## src/rtl/rx_arb_pkg.sv

```systemverilog
package rx_arb_pkg;

    typedef enum logic [2:0] {
        CLS_NORMAL   = 3'd0,
        CLS_OUT_SPEC = 3'd1,
        CLS_FAULT_LO = 3'd2,
        CLS_FAULT_HI = 3'd3,
        CLS_COMMON   = 3'd4,
        CLS_ALL_FAIL = 3'd5
    } cls_e;

    typedef enum logic [1:0] {
        SRC_HI  = 2'd0,
        SRC_LO  = 2'd1,
        SRC_SUM = 2'd2
    } src_e;

    typedef struct packed {
        src_e sel0;
        src_e sel1;
        logic err;
        cls_e cls;
    } decision_t;

    function automatic decision_t make_dec(src_e s0, src_e s1, logic e, cls_e c);
        decision_t d;
        d.sel0 = s0;
        d.sel1 = s1;
        d.err  = e;
        d.cls  = c;
        return d;
    endfunction

endpackage

```

## src/rtl/rx_arb_cmp.sv

```systemverilog
module rx_arb_cmp #(
    parameter int W = 16
) (
    input  logic [W-1:0] hi_w,
    input  logic [W-1:0] lo_w,
    input  logic [W-1:0] sum_w,
    output logic         eq_hl,
    output logic         eq_hs,
    output logic         eq_ls
);
    logic [W-1:0] x_hl;
    logic [W-1:0] x_hs;
    logic [W-1:0] x_ls;

    for (genvar i = 0; i < W; i++) begin : g_bit
        assign x_hl[i] = hi_w[i] ^ lo_w[i];
        assign x_hs[i] = hi_w[i] ^ sum_w[i];
        assign x_ls[i] = lo_w[i] ^ sum_w[i];
    end

    assign eq_hl = ~|x_hl;
    assign eq_hs = ~|x_hs;
    assign eq_ls = ~|x_ls;
endmodule

```

## src/rtl/rx_arb_decide.sv

```systemverilog
module rx_arb_decide
    import rx_arb_pkg::*;
(
    input  logic      hi_ok,
    input  logic      lo_ok,
    input  logic      sum_ok,
    input  logic      eq_hl,
    input  logic      eq_hs,
    input  logic      eq_ls,
    output decision_t dec
);
    // raw pair handed on whenever no trusted combination exists
    localparam decision_t RAW_ERR_LO = '{sel0: SRC_HI, sel1: SRC_LO, err: 1'b1, cls: CLS_FAULT_LO};
    localparam decision_t RAW_ERR_HI = '{sel0: SRC_HI, sel1: SRC_LO, err: 1'b1, cls: CLS_FAULT_HI};

    always_comb begin
        unique case ({hi_ok, lo_ok, sum_ok})
            3'b111: dec = make_dec(SRC_HI, SRC_LO, ~eq_hl, CLS_NORMAL);
            3'b110: dec = make_dec(SRC_HI, SRC_LO, ~eq_hl, CLS_OUT_SPEC);
            3'b101: dec = eq_hs ? make_dec(SRC_HI, SRC_SUM, 1'b0, CLS_FAULT_LO) : RAW_ERR_LO;
            3'b100: dec = RAW_ERR_LO;
            3'b011: dec = eq_ls ? make_dec(SRC_SUM, SRC_LO, 1'b0, CLS_FAULT_HI) : RAW_ERR_HI;
            3'b010: dec = RAW_ERR_HI;
            3'b001: dec = make_dec(SRC_SUM, SRC_SUM, 1'b0, CLS_COMMON);
            default: dec = make_dec(SRC_HI, SRC_LO, 1'b1, CLS_ALL_FAIL);
        endcase
    end
endmodule

```

## src/rtl/rx_arb_outreg.sv

```systemverilog
module rx_arb_outreg
    import rx_arb_pkg::*;
#(
    parameter int W = 16
) (
    input  logic         clk,
    input  logic         rst,
    input  logic         load,
    input  decision_t    dec,
    input  logic [W-1:0] hi_w,
    input  logic [W-1:0] lo_w,
    input  logic [W-1:0] sum_w,
    output logic [W-1:0] q0,
    output logic [W-1:0] q1,
    output logic         q_err,
    output cls_e         q_cls
);
    logic [W-1:0] nx0;
    logic [W-1:0] nx1;

    function automatic logic [W-1:0] pick(src_e s, logic [W-1:0] h,
                                          logic [W-1:0] l, logic [W-1:0] m);
        unique case (s)
            SRC_HI:  return h;
            SRC_LO:  return l;
            SRC_SUM: return m;
            default: return h;
        endcase
    endfunction

    always_comb begin
        nx0 = pick(dec.sel0, hi_w, lo_w, sum_w);
        nx1 = pick(dec.sel1, hi_w, lo_w, sum_w);
    end

    always_ff @(posedge clk) begin
        if (rst) begin
            q0    <= '0;
            q1    <= '0;
            q_err <= 1'b0;
            q_cls <= CLS_NORMAL;
        end else if (load) begin
            q0    <= nx0;
            q1    <= nx1;
            q_err <= dec.err;
            q_cls <= dec.cls;
        end
    end

    // no strobe, no change
    a_r9_hold: assert property (@(posedge clk) disable iff (rst)
        !load |=> ($stable(q0) && $stable(q1) && $stable(q_err) && $stable(q_cls)));
endmodule

```

## src/rtl/rx_redundant_arbiter.sv

```systemverilog
module rx_redundant_arbiter
    import rx_arb_pkg::*;
#(
    parameter int W = 16
) (
    input  logic         clk,
    input  logic         rst,
    input  logic         in_valid,
    input  logic [W-1:0] hi_data,
    input  logic         hi_crc_ok,
    input  logic [W-1:0] lo_data,
    input  logic         lo_crc_ok,
    input  logic [W-1:0] sum_data,
    input  logic         sum_crc_ok,
    output logic [W-1:0] dreg0,
    output logic [W-1:0] dreg1,
    output logic         err_flag,
    output logic [2:0]   cls_code
);
    logic      eq_hl;
    logic      eq_hs;
    logic      eq_ls;
    decision_t dec;
    cls_e      cls_q;

    rx_arb_cmp #(.W(W)) u_cmp (
        .hi_w  (hi_data),
        .lo_w  (lo_data),
        .sum_w (sum_data),
        .eq_hl (eq_hl),
        .eq_hs (eq_hs),
        .eq_ls (eq_ls)
    );

    rx_arb_decide u_dec (
        .hi_ok  (hi_crc_ok),
        .lo_ok  (lo_crc_ok),
        .sum_ok (sum_crc_ok),
        .eq_hl  (eq_hl),
        .eq_hs  (eq_hs),
        .eq_ls  (eq_ls),
        .dec    (dec)
    );

    rx_arb_outreg #(.W(W)) u_out (
        .clk   (clk),
        .rst   (rst),
        .load  (in_valid),
        .dec   (dec),
        .hi_w  (hi_data),
        .lo_w  (lo_data),
        .sum_w (sum_data),
        .q0    (dreg0),
        .q1    (dreg1),
        .q_err (err_flag),
        .q_cls (cls_q)
    );

    assign cls_code = cls_q;

    // reset clears the outputs
    a_r1_reset: assert property (@(posedge clk)
        rst |=> (dreg0 == '0 && dreg1 == '0 && !err_flag && cls_code == 3'd0));

    // both wire CRCs pass, wires go straight through
    a_r2_pair: assert property (@(posedge clk) disable iff (rst)
        (in_valid && hi_crc_ok && lo_crc_ok) |=>
        (dreg0 == $past(hi_data) && dreg1 == $past(lo_data)
         && err_flag == ($past(hi_data) != $past(lo_data))));

    // common-mode, sum word in both registers
    a_r7_common: assert property (@(posedge clk) disable iff (rst)
        (in_valid && !hi_crc_ok && !lo_crc_ok && sum_crc_ok) |=>
        (dreg0 == $past(sum_data) && dreg1 == $past(sum_data) && !err_flag && cls_code == 3'd4));

    // nothing passes
    a_r8_all_fail: assert property (@(posedge clk) disable iff (rst)
        (in_valid && !hi_crc_ok && !lo_crc_ok && !sum_crc_ok) |=>
        (err_flag && cls_code == 3'd5 && dreg0 == $past(hi_data) && dreg1 == $past(lo_data)));

    // low-wire fault never clears error unless high agrees with sum
    a_r4_sub_lo: assert property (@(posedge clk) disable iff (rst)
        (in_valid && hi_crc_ok && !lo_crc_ok && sum_crc_ok && hi_data != sum_data) |=>
        (err_flag && cls_code == 3'd2));
endmodule

```

## config.mk

```make
export PLATFORM = sky130hd
export DESIGN_NAME = rx_redundant_arbiter
export DESIGN_NICKNAME = d
export VERILOG_FILES = /design/src/rtl/rx_arb_pkg.sv /design/src/rtl/rx_arb_cmp.sv /design/src/rtl/rx_arb_decide.sv /design/src/rtl/rx_arb_outreg.sv /design/src/rtl/rx_redundant_arbiter.sv
export SDC_FILE = /design/constraint.sdc
export NUM_CORES = 1
export LEC_CHECK = 0
export ABC_AREA = 0
export BUFFER_PORTS_ARGS = -buffer_cell sky130_fd_sc_hd__buf_2
export CORE_AREA = 4 4 74 128
export CTS_CLUSTER_DIAMETER = 50
export DETAILED_ROUTE_END_ITERATION = 8
export DIE_AREA = 0 0 78 132
export SETUP_SLACK_MARGIN = 0.3
export SYNTH_ARGS = -nofsm -noshare
export SYNTH_HDL_FRONTEND = slang
export SYNTH_SLANG_ARGS = --single-unit
```

## constraint.sdc

```tcl
create_clock -name clk -period 3.25 [get_ports clk]
set_input_delay 0.8125 -clock clk [delete_from_list [all_inputs] [get_ports clk]]
set_output_delay 0.8125 -clock clk [all_outputs]
set_load 0.1 [all_outputs]
```

==> summary.json <==
{
  "result_of_the_run": "finished clean",
  "pin_count_of_the_biggest_net_entering_global_routing": 38,
  "timing.final.max_slew_violations": 0,
  "synth_top_area_cell": "dfxtp_1",
  "fp.dieW_um": 78,
  "synthArstFlopShare_pct": 0,
  "grt_antenna_before_repair": 3,
  "layout.cells.most_common": "buf_2",
  "wl_per_cell_um": 15.9,
  "worst_tran_pin_value_ps": 924,
  "synth-main-ff-cell": "dfxtp_1",
  "finalWirelength_um": 8220,
  "syn_avg_cell_area_sq_um": 8.00,
  "synth_enable_flop_cells": 0,
  "cts_tree": "done",
  "worstPathArrival_ps": 2910,
  "final-instance-count-excl-fill": 516,
  "fmax_mhz": 361,
  "fin_util_pct": 38.9,
  "final_cell_mix": "buf_2 (89), nor2_1 (36), dfxtp_1 (36)",
  "cp-end-kind": "flop",
  "multi_input_comb_area_sq_mm": 0.00161,
  "synthAdderAreaFrac_pct": 2.02,
  "netlist-cell-type-count": 29,
  "final_min_period_over_clock_period_pct": 85.1,
  "design_internal_power_mw": 0.952,
  "drt_pre_antenna_iters": 4,
  "max_cap_viol_count": 0,
  "use_met3_pct": 3.08,
  "critical_path.cell_chain": "buf_2 -> xnor2_2 -> nand4_1 -> o41ai_2 -> buf_4 -> nand3_1 -> ha_4 -> buf_12 -> a221oi_1 -> nor3_1 -> a21oi_1 -> nor2_1",
  "synthTopCellsByArea": "dfxtp_1 (29%), xor2_1 (11%), xnor2_1 (6.0%)",
  "hold_end": "u_out.q0[13]",
  "time_the_final_worst_path_needs_with_i_o_delays_and_setup_ps": 2770,
  "timing_hold_violations_final": 0,
  "critical_path_buf_inv_count": 3,
  "detailroute.via_count": 2560,
  "p_switching_mw": 0.608,
  "critical_path.max_fanout": 32,
  "fin_worst_skew_ps": 0,
  "grtUsageMet2_pct": 28.7,
  "detailedRoute.firstIterationViolations": 148,
  "crit_path_max_incr_delay_ps": 350,
  "number_of_standard_cells_after_synthesis": 310,
  "ant_nets": 0,
  "clock_power_share_pct": 31.7,
  "critical-path-slowest-cell": "o41ai_2",
  "die_height_um": 132,
  "grt_first_pass_wirelength_um": 12800,
  "design.portCount": 90,
  "synth_area_sq_mm": 0.00248,
  "max-vdd-ir-drop_uv": 216,
  "h_tree_levels": 2,
  "synth_xor_xnor_area_share_pct": 17.3,
  "synth_area_in_compound_gates_pct": 25.4,
  "crit_required_ps": 3390,
  "floorplan.core_area_sq_mm": 0.00850,
  "clk-insertion-delay-late_ps": 280,
  "clkSlewWorstSetupHoldPaths_ps": 50,
  "synth_sequential_area_ratio_pct": 29.1,
  "crit_family": "compound AO/OA/AOI/OAI gates",
  "clock_tree_buf_depth": 2,
  "hold_path_startpoint": "u_out.q0[13]",
  "worst_r2r_path_depth": 2,
  "synth_simple_gate_area_share_pct": 17.8,
  "reg2reg_setup_slack_ps": 2570,
  "finalSetupViolations": 0,
  "detail_route.drc_violations": 0,
  "synthToLayoutAreaGrowth_pct": 33.5,
  "min_path_type": "flop to flop",
  "global_route.usage.total_pct": 15.9,
  "clock-root-buffer": "clkbuf_16",
  "cts.sink_count": 36,
  "grt_setup_unrepaired": "no",
  "postSynthNetCount": 368,
  "setup-tns-final_ps": 0,
  "layout.filler_cells": 895,
  "power_leakage_nw": 1.47,
  "combinationalPowerShare_pct": 36.9,
  "layout.nets": 454,
  "synth_top_area_share_pct": 29.1,
  "initial_core_util_pct": 29.2,
  "placement_rows": 45,
  "grt_pass1_vias": 2577,
  "place.detailed.instances": 506,
  "worst_slew_margin_rel_pct": 38.2,
  "layout-drive-gt1-share_pct": 30.8,
  "sequential_cell_area_sq_um": 721,
  "critical_path.startpoint_type": "input port",
  "p_per_area_mw_per_mm2": 471,
  "min_path_cells": 2,
  "dominant_combinational_cell_family_by_area_after_synthesis": "compound AO/OA/AOI/OAI gates",
  "netSwitchingFraction_pct": 39.0,
  "worst_r2r_startpoint": "u_out.q0[6]",
  "top_usage_layer": "met2",
  "regToRegEndpoint": "u_out.q0[6]",
  "cts.repair_timing.setup_buffer_count": 0,
  "synth_seq_cells": 36,
  "synth.mux.area_fraction_pct": 0.807,
  "die_area_sq_mm": 0.0103,
  "hpwlAfterDp_um": 6560,
  "sequentialPowerShare_pct": 31.4,
  "grtUsageMet1_pct": 15.9,
  "vias_per_cell": 4.96,
  "startpoint": "sum_data[8]",
  "setup.worst_path.class": "input port to flop",
  "yosys_warns": 0,
  "tritoncts.num_buffers": 5,
  "buffer_ports.inserted": 89,
  "grt-ovfl-total": 0,
  "place.gp.congestion": 0.891
}
-- routing by layer --
metal | vias up | part of all wire, %
met5 | - | 0
met2 | 72 | 52
met3 | 25 | 4.2
met1 | 1186 | 38
li1 | 1277 | -
met4 | 0 | 5.4
-- worst min-delay path: stages, from the launching register on --
cell and delay, ps:
dfxtp_1 300, nor2_1 80, a211oi_1 50
-- area by class of cell --
| type | instances | share of cell area, % |
|---|---|---|
| antenna | 3 | 0.227 |
| clock buffer | 7 | 4.61 |
| inverter | 22 | 2.49 |
| multi-input combinational | 228 | 48.7 |
| sequential | 36 | 21.8 |
| tap | 117 | 4.42 |
| timing repair buffer | 103 | 17.8 |
-- flip-flops by register name, summed over array words and instances (netlist names) --
| register | count |
|---|---|
| u_out.q_cls | 3 |
| u_out.q_err | 1 |
| u_out.q0 | 16 |
| u_out.q1 | 16 |
-- power groups by stage --
stage          sequential, mW  combinational [mW]  clock [mW]
3_5_place_dp            0.500               0.568           0
6_report                0.490               0.575       0.495
4_1_cts                 0.491               0.571       0.511
2_1_floorplan           0.730               0.182           0
3_3_place_gp            0.499               0.565           0
5_1_grt                 0.494               0.609       0.521
-- stage by stage --
step / area [sq um] / power (mW) / hold slack [ps] / setup WS [ps]
final: 3310 / 1.56 / 480 / 483
after floorplan: 2480 / 0.912 / 921 / 387
after global placement: 3110 / 1.06 / 471 / 6.30
after CTS: 3270 / 1.57 / 488 / 350
after global routing: 3310 / 1.62 / 497 / 307
after detailed placement: 3110 / 1.07 / 480 / 19.6
-- Yosys cell counts, drive strengths merged, types with 2 or more instances --
| cell | instances |
|---|---|
| a221oi | 16 |
| o21ai | 16 |
| nor4 | 8 |
| inv | 22 |
| dfxtp | 36 |
| o31a | 16 |
| a21oi | 17 |
| nor2b | 16 |
| ha | 4 |
| nand3 | 2 |
| nor3 | 16 |
| xnor2 | 17 |
| clkbuf | 17 |
| xor2 | 32 |
| a211oi | 17 |
| nor2 | 36 |
| nand4 | 6 |
| buf | 7 |
| mux2i | 2 |
-- timing repair --
item,4_1_cts,5_1_grt
pin swaps,0,1
hold buffers,0,0
endpoints found under the setup margin,2,16
gates resized for setup,1,4
-- how the worst max path moves through the flow --
| stage | to | slack, ps | depth (start not counted) |
|---|---|---|---|
| 6_report | u_out.q1[10] | 480 | 12 |
| 5_1_grt | u_out.q1[13] | 310 | 12 |
| 4_1_cts | u_out.q1[7] | 350 | 13 |
| 3_5_place_dp | u_out.q1[7] | 20 | 13 |
| 3_3_place_gp | u_out.q1[6] | 6 | 13 |
| 2_1_floorplan | u_out.q1[10] | 390 | 12 |
-- cell families (layout without fill, tap and decap cells) --
kind of cell / count (synthesis) / after routing
compound gates: 88 / 88
xor+xnor: 49 / 49
fa+ha+maj: 4 / 4
buf+inv: 46 / 132
flops: 36 / 36
mux: 2 / 2
other cells: 0 / 3
simple gates: 85 / 85
(Power assumes the default switching activity.)
